$ cat src/rtl/cpu8_pkg.sv
package cpu8_pkg;
  localparam int DATA_W  = 8;
  localparam int ADDR_W  = 8;
  localparam int NREG    = 4;
  localparam int SEL_W   = $clog2(NREG);
  localparam int OP_W    = 4;
  localparam int PHASES  = 4;
  localparam int PH_W    = $clog2(PHASES);

  typedef enum logic [OP_W-1:0] {
    OP_IN   = 4'h0,
    OP_MOVI = 4'h1,
    OP_MOVR = 4'h2,
    OP_OUT  = 4'h3,
    OP_INC  = 4'h4,
    OP_JMP  = 4'h5,
    OP_CMP  = 4'h6,
    OP_TEST = 4'h7,
    OP_JS   = 4'h8,
    OP_JB   = 4'h9
  } opcode_e;

  typedef enum logic [1:0] {
    WS_SWITCH,
    WS_COPY,
    WS_INC,
    WS_ROM
  } wsrc_e;

  typedef enum logic [2:0] {
    ST_FETCH_ADDR,
    ST_FETCH_IR,
    ST_EXEC,
    ST_OPND_ADDR,
    ST_OPND_DATA
  } step_e;

  typedef struct packed {
    logic  fetchAddr;
    logic  irLoad;
    logic  regWe;
    wsrc_e wsrc;
    logic  ledWe;
    logic  cmpWe;
    logic  testWe;
    logic  jumpLoad;
  } strobe_t;

  function automatic logic isTwoByte(input logic [OP_W-1:0] op);
    return (op == OP_MOVI) || (op == OP_JMP) || (op == OP_JS) || (op == OP_JB);
  endfunction
endpackage

$ cat src/rtl/cpu8_alu.sv
module cpu8_alu #(
  parameter int W = 8
) (
  input  logic [W-1:0] srcVal,
  input  logic [W-1:0] dstVal,
  output logic [W-1:0] incVal,
  output logic         lessThan,
  output logic         equal,
  output logic         negative
);
  logic [W:0] diff;

  always_comb begin
    diff     = {1'b0, srcVal} - {1'b0, dstVal};
    lessThan = diff[W];
    equal    = (diff[W-1:0] == '0);
    incVal   = dstVal + {{(W-1){1'b0}}, 1'b1};
    negative = dstVal[W-1];
  end
endmodule

$ cat src/rtl/cpu8_ctrl.sv
module cpu8_ctrl
  import cpu8_pkg::*;
(
  input  logic                clk,
  input  logic                rstN,
  input  logic [OP_W-1:0]     opBits,
  input  logic                flagC,
  input  logic                flagZ,
  input  logic                flagS,
  output logic [PH_W-1:0]     phase,
  output strobe_t             ctl
);
  localparam logic [PH_W-1:0] LAST_PH = PH_W'(PHASES - 1);

  step_e   step;
  step_e   nextStep;
  logic    tick;
  opcode_e op;
  strobe_t raw;

  assign tick = (phase == LAST_PH);
  assign op   = opcode_e'(opBits);

  always_ff @(posedge clk or negedge rstN) begin
    if (!rstN) begin
      phase <= '0;
      step  <= ST_FETCH_ADDR;
    end else begin
      phase <= phase + 1'b1;
      if (tick) step <= nextStep;
    end
  end

  always_comb begin
    case (step)
      ST_FETCH_ADDR: nextStep = ST_FETCH_IR;
      ST_FETCH_IR:   nextStep = ST_EXEC;
      ST_EXEC:       nextStep = isTwoByte(opBits) ? ST_OPND_ADDR : ST_FETCH_ADDR;
      ST_OPND_ADDR:  nextStep = ST_OPND_DATA;
      default:       nextStep = ST_FETCH_ADDR;
    endcase
  end

  always_comb begin
    raw = '0;
    raw.wsrc = WS_SWITCH;
    case (step)
      ST_FETCH_ADDR, ST_OPND_ADDR: raw.fetchAddr = 1'b1;
      ST_FETCH_IR:                 raw.irLoad = 1'b1;
      ST_EXEC: begin
        case (op)
          OP_IN:   begin raw.regWe = 1'b1; raw.wsrc = WS_SWITCH; end
          OP_MOVR: begin raw.regWe = 1'b1; raw.wsrc = WS_COPY;   end
          OP_INC:  begin raw.regWe = 1'b1; raw.wsrc = WS_INC;    end
          OP_OUT:  raw.ledWe  = 1'b1;
          OP_CMP:  raw.cmpWe  = 1'b1;
          OP_TEST: raw.testWe = 1'b1;
          default: ;
        endcase
      end
      ST_OPND_DATA: begin
        case (op)
          OP_MOVI: begin raw.regWe = 1'b1; raw.wsrc = WS_ROM; end
          OP_JMP:  raw.jumpLoad = 1'b1;
          OP_JS:   raw.jumpLoad = flagS;
          OP_JB:   raw.jumpLoad = flagC & ~flagZ;
          default: ;
        endcase
      end
      default: ;
    endcase
  end

  always_comb begin
    ctl = raw;
    if (!tick) begin
      ctl.fetchAddr = 1'b0;
      ctl.irLoad    = 1'b0;
      ctl.regWe     = 1'b0;
      ctl.ledWe     = 1'b0;
      ctl.cmpWe     = 1'b0;
      ctl.testWe    = 1'b0;
      ctl.jumpLoad  = 1'b0;
    end
  end
endmodule

$ cat src/rtl/cpu8_datapath.sv
module cpu8_datapath
  import cpu8_pkg::*;
(
  input  logic               clk,
  input  logic               rstN,
  input  strobe_t            ctl,
  input  logic [DATA_W-1:0]  switches,
  input  logic [DATA_W-1:0]  romData,
  output logic [ADDR_W-1:0]  romAddr,
  output logic [DATA_W-1:0]  leds,
  output logic [OP_W-1:0]    opBits,
  output logic               flagC,
  output logic               flagZ,
  output logic               flagS,
  output logic [ADDR_W-1:0]  pcVal
);
  logic [ADDR_W-1:0] pc;
  logic [ADDR_W-1:0] ar;
  logic [DATA_W-1:0] ir;
  logic [DATA_W-1:0] regFile [NREG];
  logic [SEL_W-1:0]  srcSel;
  logic [SEL_W-1:0]  dstSel;
  logic [DATA_W-1:0] srcVal;
  logic [DATA_W-1:0] dstVal;
  logic [DATA_W-1:0] incVal;
  logic [DATA_W-1:0] wData;
  logic              lessThan;
  logic              equal;
  logic              negative;

  assign opBits  = ir[DATA_W-1 -: OP_W];
  assign srcSel  = ir[2*SEL_W-1 -: SEL_W];
  assign dstSel  = ir[SEL_W-1:0];
  assign srcVal  = regFile[srcSel];
  assign dstVal  = regFile[dstSel];
  assign romAddr = ar;
  assign pcVal   = pc;

  cpu8_alu #(.W(DATA_W)) alu_i (
    .srcVal   (srcVal),
    .dstVal   (dstVal),
    .incVal   (incVal),
    .lessThan (lessThan),
    .equal    (equal),
    .negative (negative)
  );

  always_comb begin
    case (ctl.wsrc)
      WS_SWITCH: wData = switches;
      WS_COPY:   wData = srcVal;
      WS_INC:    wData = incVal;
      default:   wData = romData;
    endcase
  end

  always_ff @(posedge clk or negedge rstN) begin
    if (!rstN) begin
      pc <= '0;
      ar <= '0;
    end else if (ctl.fetchAddr) begin
      ar <= pc;
      pc <= pc + 1'b1;
    end else if (ctl.jumpLoad) begin
      pc <= romData[ADDR_W-1:0];
    end
  end

  always_ff @(posedge clk or negedge rstN) begin
    if (!rstN)           ir <= '0;
    else if (ctl.irLoad) ir <= romData;
  end

  always_ff @(posedge clk or negedge rstN) begin
    if (!rstN)          leds <= '0;
    else if (ctl.ledWe) leds <= srcVal;
  end

  always_ff @(posedge clk or negedge rstN) begin
    if (!rstN) begin
      flagC <= 1'b0;
      flagZ <= 1'b0;
      flagS <= 1'b0;
    end else if (ctl.cmpWe) begin
      flagC <= lessThan;
      flagZ <= equal;
    end else if (ctl.testWe) begin
      flagS <= negative;
    end
  end

  for (genvar g = 0; g < NREG; g++) begin : g_reg
    always_ff @(posedge clk or negedge rstN) begin
      if (!rstN)
        regFile[g] <= '0;
      else if (ctl.regWe && (dstSel == SEL_W'(g)))
        regFile[g] <= wData;
    end
  end
endmodule

$ cat src/rtl/cpu8_core.sv
module cpu8_core
  import cpu8_pkg::*;
(
  input  logic              clk,
  input  logic              rstN,
  input  logic [DATA_W-1:0] switches,
  input  logic [DATA_W-1:0] romData,
  output logic [ADDR_W-1:0] romAddr,
  output logic [DATA_W-1:0] leds
);
  strobe_t           ctl;
  logic [PH_W-1:0]   phase;
  logic [OP_W-1:0]   opBits;
  logic              flagC;
  logic              flagZ;
  logic              flagS;
  logic [ADDR_W-1:0] pcVal;

  cpu8_ctrl ctrl_i (
    .clk    (clk),
    .rstN   (rstN),
    .opBits (opBits),
    .flagC  (flagC),
    .flagZ  (flagZ),
    .flagS  (flagS),
    .phase  (phase),
    .ctl    (ctl)
  );

  cpu8_datapath dp_i (
    .clk      (clk),
    .rstN     (rstN),
    .ctl      (ctl),
    .switches (switches),
    .romData  (romData),
    .romAddr  (romAddr),
    .leds     (leds),
    .opBits   (opBits),
    .flagC    (flagC),
    .flagZ    (flagZ),
    .flagS    (flagS),
    .pcVal    (pcVal)
  );
endmodule

$ cat config.mk
export PLATFORM = sky130hd
export DESIGN_NAME = cpu8_core
export DESIGN_NICKNAME = d
export VERILOG_FILES = /design/src/rtl/cpu8_pkg.sv /design/src/rtl/cpu8_alu.sv /design/src/rtl/cpu8_ctrl.sv /design/src/rtl/cpu8_datapath.sv /design/src/rtl/cpu8_core.sv
export SDC_FILE = /design/constraint.sdc
export NUM_CORES = 1
export LEC_CHECK = 0
export ABC_AREA = 1
export BUFFER_PORTS_ARGS = -buffer_cell sky130_fd_sc_hd__buf_2
export CORE_MARGIN = 2
export CORE_UTILIZATION = 45
export DETAILED_ROUTE_END_ITERATION = 10
export PLACE_DENSITY = 0.6
export SLEW_MARGIN = 20
export SYNTH_ARGS = -nofsm -noshare
export SYNTH_HDL_FRONTEND = slang
export SYNTH_SLANG_ARGS = --single-unit
$ cat constraint.sdc
create_clock -name clk -period 5.4 [get_ports clk]
set_input_delay 1.08 -clock clk [delete_from_list [all_inputs] [get_ports clk]]
set_output_delay 1.08 -clock clk [all_outputs]
set_load 0.01 [all_outputs]
==> results of run 1 <==
==> worst max-delay path, cell delays in order (launching register included) <==
cell	delay [ns]
dfrtp_1	0.65
inv_2	0.35
nor2_1	0.13
nand2_1	0.09
nand2_1	0.05
nor2_1	0.19
inv_1	0.13
ha_1	0.22
fa_1	0.40
inv_1	0.07
nand3_1	0.06
nand3_1	0.13
a21oi_1	0.08
or2_2	0.29
nand3b_1	0.09
nand2_1	0.06
nand3_1	0.09
nand2_1	0.05
==> per-layer routing <==
metal	part of all wire	routed length (um)	vias to the layer above
met1	0.49	5950	1988
met2	0.45	5440	100
met4	0.025	310	0
li1	-	-	2108
met3	0.042	511	23
met5	0	0	-
==> final cells by class <==
| class | count | area [um2] | share of cell area |
|---|---|---|---|
| clock buffers | 13 | 139 | 0.0287 |
| flip-flops and latches | 72 | 1800 | 0.373 |
| clock inverters | 1 | 30.0 | 0.00621 |
| multi-input cells | 483 | 2280 | 0.472 |
| repair buffers | 33 | 168 | 0.0347 |
| well taps | 133 | 166 | 0.0344 |
| inverters | 66 | 248 | 0.0513 |
==> state kept, by name, indices dropped and copies added, names as in the netlist <==
signal,count
ctrl_i.step,3
dp_i.flagZ,1
dp_i.leds,8
dp_i.flagC,1
dp_i.regFile,32
dp_i.flagS,1
ctrl_i.phase,2
dp_i.pcVal,8
dp_i.ir,8
dp_i.romAddr,8
==> logic make-up after synthesis <==
group	after synthesis	synth area share
flops	72	0.410
fa+ha+maj	12	0.0359
buf+inv	81	0.0709
xor+xnor	7	0.0140
simple gates	382	0.365
compound gates	82	0.104
==> power groups by stage <==
stage	clock network, mW	logic (mW)	registers, mW
2_1_floorplan	0	1.40	0.916
3_3_place_gp	0	1.69	1.01
3_5_place_dp	0	1.73	1.01
4_1_cts	0.423	1.74	1.00
5_1_grt	0.437	2.02	1.05
6_report	0.409	1.76	1.01
==> worst min-delay path by stage <==
stage                            endpoint  slack (ns)  depth (start not counted)
after floorplan           ctrl_i.phase[0]        0.40                          1
after CTS                 ctrl_i.phase[0]        0.43                          1
after detailed placement  ctrl_i.phase[0]        0.42                          1
after global routing      ctrl_i.phase[0]        0.44                          1
after global placement    ctrl_i.phase[0]        0.41                          1
final                     ctrl_i.phase[0]        0.43                          1
==> through the flow <==
step / util / setup slack [ns] / hold slack, ns / instance area, um2
floorplan: - / 2.86 / 0.401 / 4390
global placement: 0.484 / 2.32 / 0.413 / 4660
detailed placement: 0.484 / 2.21 / 0.422 / 4660
CTS: 0.501 / 2.19 / 0.432 / 4830
global route: 0.501 / 1.84 / 0.443 / 4830
finish: 0.501 / 2.15 / 0.430 / 4830
==> layout by cell type, fill, tap and decap left out, drive strengths merged <==
master / synthesis / routed
a211oi: 1 / 1
a21oi: 17 / 17
a22oi: 3 / 3
a31oi: 1 / 1
buf: 6 / 33
bufinv: 0 / 1
clkbuf: 9 / 13
dfrtp: 72 / 72
fa: 1 / 1
ha: 11 / 11
inv: 66 / 66
nand2: 254 / 254
nand3: 70 / 70
nand3b: 3 / 3
nand4: 4 / 4
nor2: 40 / 40
nor3: 10 / 10
o2111ai: 1 / 1
o211ai: 5 / 5
o21ai: 46 / 46
o221ai: 4 / 4
o22ai: 4 / 4
or2: 1 / 1
xnor2: 2 / 2
xor2: 5 / 5
==> run_results.csv, run 1 <==
group,metric,value,unit
min_path,worstHoldStart,"ctrl_i.phase[0]",
global_route,antenna_found_initial,0,
global_route,grtUsageMet3,0.0359,
final_layout,fillCellCount,1018,
clock_network,cts_resized,0,
timing,slew_violations,0,
final_layout,layout-drive-gt1-share,0.0928,
clock_network,cts_tree,"yes",
route,vias,4219,
clock_network,cts_htree_levels,3,
pwr,p_comb_frac,0.553,
final_layout,diodes,0,
pwr,power.leakage,2.56,nW
route,avgRoutedWirePerCell,15.2,um
route,drtAntennaViolNets,0,
global_route,grt_use_total,0.252,
pwr,clkPwrFrac,0.129,
route,viasPerCell,5.27,
placement,hpwl,8.95,mm
timing,rsz0062_at_grt,"false",
final_layout,area_growth,9.99,%
placement,place.gp.congestion,0.899,
pwr,pwr-share-seq,0.319,
global_route,use_met1,0.351,
critical_path,critPathLaunch,"dp_i.ir[0]",
floorplan,dieArea,10600,um2
floorplan,die_width,103,um
pwr,pwr_density_cell,658,nW/um2
logic_synthesis,synth.yosys.seq_area_share,0.410,
logic_synthesis,syn_inst,636,
critical_path,rr_endpoint,"dp_i.flagZ",
timing,post-route-min-period,3.25,ns
pwr,peakVddDrop,0.000245,V
global_route,grt_max_degree,73,
final_layout,final_cells,801,
global_route,grt_use_met2,0.389,
critical_path,crit_required,5.66,ns
timing,min_period_over_period,0.602,
route,drc,0,
clock_network,clk_latency,0.36,ns
logic_synthesis,yosysMostFrequentCell,"nand2_1",
timing,fin_worst_skew,0.0104,ns
logic_synthesis,synth_seq_cells,72,
critical_path,crit_path_start_kind,"flop",
route,drtIter0Drc,278,
clock_network,clock-sinks,72,
logic_synthesis,async_reset_ff_frac,1.00,
timing,fmax,308,MHz
global_route,top_usage_layer,"met2",
global_route,first_global_vias,3977,
floorplan,initial_core_util,0.456,
global_route,grt_first_pass_wirelength,20.1,mm
status,outcome,"complete, no violations",
logic_synthesis,avgSynthCellArea,6.91,um2
floorplan,rows,36,
critical_path,critical_path_class,"reg -> reg",
logic_synthesis,yosys.area.top_type_share,0.410,
pwr,p_sw,1.57,mW
global_route,grt_overflow,0,
run,cap_violations,0,
logic_synthesis,netlist_area,4390,um2
critical_path,reg2regPathDepth,17,
clock_network,cts_buffers,9,
critical_path,cp_max_fo,23,
critical_path,timing.rr.start,"dp_i.ir[0]",
timing,finalSetupTns,0,ns
floorplan,die_height,103,um
pwr,p_total,3.18,mW
critical_path,r2r_setup_slack,2.15,ns
clock_network,cts_max_path_buffers,2,
pwr,p_int,1.61,mW
critical_path,arrival,3.51,ns
logic_synthesis,synth_common_cells,"nand2_1 (250), dfrtp_1 (72), nand3_1 (69)",
placement,dp.cells,787,
final_layout,nNetsFinal,695,
logic_synthesis,yosys.area.top_type,"dfrtp_1",
logic_synthesis,synth_ff_type,"dfrtp_1",
pwr,swShare,0.493,
logic_synthesis,synth_edf_count,0,
logic_synthesis,ys_types,31,
floorplan,core_area,9640,um2
clock_network,ctsHoldBuffers,0,
timing,relSlewSlack,0.379,
logic_synthesis,synth_nets,666,
route,wl,12.2,mm
timing,setup_viol,0,
critical_path,crit_end,"dp_i.flagZ",
critical_path,cp-end-kind,"flop",
floorplan,io_pins,34,
logic_synthesis,synth_area_leaders,"dfrtp_1 (41%), nand2_1 (21%), nand3_1 (7.9%)",
clock_network,clkTransAtPathRegs,0.08,ns
min_path,hold_path.class,"reg -> reg",
timing,worstMarginPinSlew,0.931,ns
clock_network,root_buffer,"clkbuf_8",
logic_synthesis,synth_warnings,0,
route,dr.pass1.iters,5,
timing,hold_violations,0,
clock_network,post_cts_buffers,0,
placement,io_buffers,33,
Note: power is estimated with default switching activity, not from simulation.
==> run 2: changes to the inputs <==
--- a/config.mk
+++ b/config.mk
@@ -5,7 +5,7 @@
 export SDC_FILE = /design/constraint.sdc
 export NUM_CORES = 1
 export LEC_CHECK = 0
-export ABC_AREA = 1
+export ABC_AREA = 0
 export BUFFER_PORTS_ARGS = -buffer_cell sky130_fd_sc_hd__buf_2
 export CORE_MARGIN = 2
 export CORE_UTILIZATION = 45
==> constraint.sdc (replaced) <==
create_clock -name clk -period 3.1 [get_ports clk]
set_input_delay 0.62 -clock clk [delete_from_list [all_inputs] [get_ports clk]]
set_output_delay 0.62 -clock clk [all_outputs]
set_load 0.01 [all_outputs]
==> run_results.csv, run 2 <==
group,metric,value,unit
critical_path,cp_slowest_cell,"mux4_2",
placement,io_buffers,33,
floorplan,die_width,99.9,um
pwr,p_comb_frac,0.516,
global_route,first_global_vias,3110,
logic_synthesis,netlist_area,4140,um2
logic_synthesis,syn_inst,396,
critical_path,crit_path_start_kind,"flop",
final_layout,layout_commonest_cell,"dfrtp_1",
logic_synthesis,synth_seq_cells,72,
logic_synthesis,synth_area_leaders,"dfrtp_1 (44%), mux4_2 (6.5%), mux2_2 (5.7%)",
pwr,p_sw,2.15,mW
pwr,peakVddDrop,0.000436,V
logic_synthesis,ys_types,60,
route,drtAntennaViolNets,0,
clock_network,clock-sinks,72,
floorplan,die_height,99.9,um
clock_network,cts_htree_levels,3,
timing,min_period_over_period,0.932,
logic_synthesis,async_reset_ff_frac,1.00,
pwr,power.leakage,2.17,nW
logic_synthesis,avgSynthCellArea,10.4,um2
route,vias,3233,
timing,relSlewSlack,0.556,
route,avgRoutedWirePerCell,18.4,um
critical_path,cp-end-kind,"flop",
critical_path,critical-path-max-stage-delay,0.59,ns
final_layout,largest_register_ffs,32,
global_route,grt_first_pass_wirelength,16.5,mm
clock_network,cts_buffers,9,
status,outcome,"complete, no violations",
clock_network,cts_tree,"yes",
timing,post-route-min-period,2.89,ns
logic_synthesis,synth_nets,426,
final_layout,finish.instance_area,4670,um2
pwr,pwr-share-seq,0.338,
logic_synthesis,synth.yosys.seq_area_share,0.436,
critical_path,cp_max_fo,7,
route,drtIter0Drc,165,
final_layout,nNetsFinal,467,
logic_synthesis,synth_ff_type,"dfrtp_1",
global_route,grt_use_total,0.215,
global_route,grt_overflow,0,
logic_synthesis,yosysMostFrequentCell,"dfrtp_1",
critical_path,critical_path_class,"reg -> reg",
timing,setup_viol,0,
final_layout,top_register,"dp_i.regFile",
clock_network,clk_latency,0.34,ns
floorplan,initial_core_util,0.470,
logic_synthesis,yosys.area.top_type_share,0.436,
timing,hold-worst-slack,0.293,ns
pwr,p_int,2.88,mW
final_layout,layout-drive-gt1-share,0.258,
logic_synthesis,synth_common_cells,"dfrtp_1 (72), nand2_1 (53), o21ai_0 (31)",
route,wl,10.1,mm
logic_synthesis,synth_edf_count,0,
min_path,hold_path.class,"in -> async",
critical_path,reg2regPathDepth,9,
placement,place.gp.congestion,0.869,
global_route,antenna_found_initial,0,
timing,rsz0062_at_grt,"false",
placement,hpwl,7.65,mm
logic_synthesis,synth_warnings,0,
placement,dpl-instance-area,4470,um2
critical_path,r2r_setup_slack,0.21,ns
clock_network,cts_max_path_buffers,2,
run,cap_violations,0,
pwr,pwr_density_cell,1080,nW/um2
final_layout,diodes,0,
final_layout,area_growth,12.9,%
critical_path,arrival,3.12,ns
critical_path,crit_required,3.33,ns
clock_network,root_buffer,"clkbuf_8",
timing,fin_worst_skew,0.00822,ns
timing,fmax,346,MHz
floorplan,dieArea,9980,um2
floorplan,rows,34,
logic_synthesis,yosys.area.top_type,"dfrtp_1",
critical_path,rr_endpoint,"dp_i.flagZ",
timing,slew_violations,0,
route,drc,0,
pwr,swShare,0.428,
timing,worstMarginPinSlew,0.663,ns
floorplan,io_pins,34,
timing,hold_violations,0,
critical_path,path_cells,"mux4_2 > ha_1 > fa_1 > nand2b_1 > a21oi_1 > o21ai_0 > a21boi_1 > nor2_1 > o41ai_1",
timing,finalSetupTns,0,ns
floorplan,core_area,8810,um2
route,viasPerCell,5.88,
critical_path,timing.rr.start,"dp_i.ir[0]",
pwr,clkPwrFrac,0.146,
final_layout,mostFrequentLayoutCells,"dfrtp_1 (70), nand2_1 (53), buf_2 (33), o21ai_0 (31), mux2_2 (21)",
clock_network,clkTransAtPathRegs,0.08,ns
route,dr.pass1.iters,4,
global_route,grt_max_degree,46,
run 2: changes by cell type in the layout (fill, tap and decap cells not counted), sizes merged, moves of 10 or more:
cell   before  now
nor2       40   17
nand3      70   14
nand2     254   54
buf        33   48
mux2        0   21
mux2i       0   10
inv        66   19
mux4        0   16
run 2: stage by stage:
step	power [mW]	instances	worst slack [ns]	utilization
floorplan	3.57	396	0.304	-
global placement	4.17	532	0.227	0.508
global route	5.44	550	0.0230	0.530
finish	5.02	550	0.212	0.530
CTS	5.00	548	0.0682	0.529
detailed placement	4.25	532	0.0847	0.508
run 2: repair_timing:
item,4_1_cts,5_1_grt
gates resized for setup,0,5
setup endpoints to repair,0,2
setup buffers,0,2
hold buffers,0,0
run 2: logic make-up after synthesis:
logic type,Yosys count,share of synthesized area
simple gates,120,0.146
compound gates,101,0.156
flops,72,0.436
mux,47,0.172
buf+inv,37,0.0375
fa+ha+maj,12,0.0381
xor+xnor,7,0.0148
run 2: worst max path at each step:
| stage | from | endpoint | slack (ns) | cells after the start |
|---|---|---|---|---|
| 2_1_floorplan | dp_i.ir[0] | dp_i.flagZ | 0.30 | 10 |
| 3_3_place_gp | dp_i.ir[0] | dp_i.flagZ | 0.23 | 9 |
| 3_5_place_dp | dp_i.ir[0] | dp_i.flagZ | 0.08 | 9 |
| 4_1_cts | dp_i.ir[0] | dp_i.flagZ | 0.07 | 9 |
| 5_1_grt | dp_i.ir[0] | dp_i.flagZ | 0.02 | 9 |
| 6_report | dp_i.ir[0] | dp_i.flagZ | 0.21 | 9 |
run 2: critical path, delay by kind of cell (launching register included):
| family | cells | cell delay (ns) |
|---|---|---|
| muxes | 1 | 0.59 |
| AOI/OAI and AO/OA | 4 | 0.86 |
| and+or+nand+nor | 2 | 0.26 |
| adders and majority gates | 2 | 0.64 |
| DFF | 1 | 0.43 |
run 2: cell type report:
class,instances,area [um2]
fillers,796,4140
inverters,19,71.3
clock inverters,5,57.6
well taps,108,135
repair buffers,48,290
multi-input cells,287,2180
flip-flops and latches,72,1800
clock buffers,11,131
run 2: power groups by stage:
stage	Combinational (mW)	Sequential [mW]	Clock, mW
finish	2.59	1.70	0.734
global route	2.90	1.75	0.790
CTS	2.55	1.69	0.759
detailed placement	2.54	1.71	0
global placement	2.47	1.70	0
floorplan	2.03	1.54	0
run 2: routing by layer:
| metal | GRT usage | vias to the layer above | routed length, um |
|---|---|---|---|
| li1 | - | 1530 | - |
| met1 | 0.320 | 1590 | 4890 |
| met2 | 0.318 | 100 | 4550 |
| met3 | 0.0467 | 13 | 515 |
| met4 | 0.0611 | 0 | 155 |
| met5 | 0 | - | 0 |
==> run 3: changes to the inputs <==
--- a/config.mk
+++ b/config.mk
@@ -8,9 +8,9 @@
 export ABC_AREA = 0
 export BUFFER_PORTS_ARGS = -buffer_cell sky130_fd_sc_hd__buf_2
 export CORE_MARGIN = 2
-export CORE_UTILIZATION = 45
+export CORE_UTILIZATION = 60
 export DETAILED_ROUTE_END_ITERATION = 10
-export PLACE_DENSITY = 0.6
+export PLACE_DENSITY = 0.77
 export SLEW_MARGIN = 20
 export SYNTH_ARGS = -nofsm -noshare
 export SYNTH_HDL_FRONTEND = slang
==> run_results.csv, run 3 (synthesis gave the netlist of run 2 again) <==
group,metric,value,unit
status,outcome,"complete, no violations",
route,dr.pass1.iters,5,
critical_path,critical_path_class,"reg -> reg",
global_route,grt_max_degree,29,
critical_path,cp_max_fo,12,
clock_network,cts_max_path_buffers,2,
floorplan,core_area,6720,um2
pwr,peakVddDrop,0.000508,V
clock_network,clk_latency,0.35,ns
critical_path,crit_path_start_kind,"flop",
global_route,grt_overflow,0,
critical_path,arrival,3.11,ns
floorplan,rows,30,
global_route,grt_first_pass_wirelength,16.1,mm
route,viasPerCell,6.37,
final_layout,largest_register_ffs,32,
timing,finalSetupTns,0,ns
route,wl,9.84,mm
critical_path,path_cells,"buf_4 > mux4_2 > fa_1 > nand2b_1 > a21oi_1 > o21ai_0 > a21boi_1 > nor2_1 > o41ai_1",
timing,slew_violations,0,
min_path,hold_path.class,"in -> async",
final_layout,nNetsFinal,464,
critical_path,r2r_setup_slack,0.24,ns
placement,hpwl,7.29,mm
timing,min_period_over_period,0.923,
route,avgRoutedWirePerCell,18.9,um
floorplan,die_height,87.0,um
critical_path,reg2regPathDepth,9,
floorplan,die_width,87.0,um
clock_network,ctsHoldBuffers,0,
final_layout,fillCellCount,500,
placement,place.gp.congestion,0.934,
timing,rsz0062_at_grt,"false",
final_layout,diodes,0,
route,drtAntennaViolNets,0,
critical_path,cp_slowest_cell,"mux4_2",
placement,io_buffers,33,
floorplan,io_pins,34,
floorplan,initial_core_util,0.616,
pwr,pwr_density_cell,1110,nW/um2
timing,fmax,350,MHz
final_layout,layout_commonest_cell,"dfrtp_1",
timing,relSlewSlack,0.397,
timing,hold_violations,0,
timing,fin_worst_skew,0.0128,ns
timing,post-route-min-period,2.86,ns
run,cap_violations,0,
clock_network,clkTransAtPathRegs,0.08,ns
final_layout,top_register,"dp_i.regFile",
global_route,grt_use_total,0.279,
critical_path,critical-path-max-stage-delay,0.60,ns
final_layout,mostFrequentLayoutCells,"dfrtp_1 (71), nand2_1 (53), buf_2 (33), o21ai_0 (31), mux2_2 (21)",
global_route,first_global_vias,3268,
floorplan,dieArea,7570,um2
global_route,antenna_found_initial,0,
clock_network,root_buffer,"clkbuf_8",
timing,worstMarginPinSlew,0.901,ns
clock_network,cts_buffers,9,
critical_path,path_buf_inv,1,
clock_network,cts_htree_levels,3,
critical_path,crit_required,3.35,ns
final_layout,layout-drive-gt1-share,0.251,
route,drc,0,
critical_path,critPathLaunch,"dp_i.ir[0]",
critical_path,timing.rr.start,"dp_i.ir[0]",
critical_path,cp-end-kind,"flop",
final_layout,area_growth,12.4,%
route,drtIter0Drc,196,
clock_network,cts_tree,"yes",
route,vias,3307,
pwr,power.leakage,2.17,nW
critical_path,path_delay_family,"compound AO/OA/AOI/OAI gates",
final_layout,fin_util,0.692,
timing,setup_viol,0,
critical_path,rr_endpoint,"dp_i.flagZ",
clock_network,clock-sinks,72,
-- run 3: cell types whose count changed in the layout (fill, tap and decap cells not counted), sizes merged --
cell      previous run  this run
buf                 48        45
clkinv               4         1
clkinvlp             0         2
inv                 19        20
bufinv               1         3
clkbuf              11         9
-- run 3: final cells by class --
type,count,area (um2),area share
Sequential cell,72,1800,0.388
Timing Repair Buffer,45,255,0.0549
Clock inverter,7,119,0.0256
Multi-Input combinational cell,287,2180,0.468
Inverter,19,71.3,0.0153
Tap cell,80,100,0.0215
Clock buffer,9,124,0.0266
-- run 3: routing by layer --
metal,GRT usage,share of wire,up-vias
li1,-,-,1536
met2,0.441,0.48,145
met4,0.116,0.022,0
met5,0,0,-
met3,0.0464,0.071,32
met1,0.384,0.42,1594
-- run 3: power breakdown --
part / switching [mW] / total (mW) / internal (mW) / leakage [nW]
Combinational: 1.38 / 2.58 / 1.19 / 1.27
Clock: 0.381 / 0.916 / 0.536 / 0.116
Sequential: 0.391 / 1.69 / 1.29 / 0.784
Total: 2.15 / 5.18 / 3.02 / 2.17
-- run 3: how the worst max path moves through the flow --
stage                       endpoint  slack, ns  depth (start not counted)
after floorplan           dp_i.flagZ       0.30                         10
after global placement    dp_i.flagZ       0.31                         10
after detailed placement  dp_i.flagZ       0.12                         10
after CTS                 dp_i.flagZ       0.11                         10
after global routing      dp_i.flagZ       0.01                          9
final                     dp_i.flagZ       0.24                          9
-- run 3: through the flow --
| stage | cells | hold WS (ns) | power (mW) | setup WS (ns) | area (um2) |
|---|---|---|---|---|---|
| after CTS | 517 | 0.233 | 5.12 | 0.108 | 4640 |
| after detailed placement | 501 | 0.416 | 4.20 | 0.120 | 4390 |
| final | 519 | 0.226 | 5.18 | 0.240 | 4650 |
| after global routing | 519 | 0.263 | 5.56 | 0.0128 | 4650 |
| after floorplan | 396 | 0.324 | 3.57 | 0.304 | 4140 |
| after global placement | 501 | 0.412 | 4.07 | 0.314 | 4390 |
-- run 3: worst register-to-register path, delay by kind of cell, from the launching register on --
family | cells | cell delay, ns
compound gates | 4 | 0.83
fa+ha+maj | 1 | 0.47
buf+inv | 1 | 0.23
flops | 1 | 0.37
mux | 1 | 0.60
simple gates | 2 | 0.26
-- run 3: repair_timing --
item	CTS	global route
setup endpoints to repair	0	2
setup buffers	0	2
resized for setup	0	3
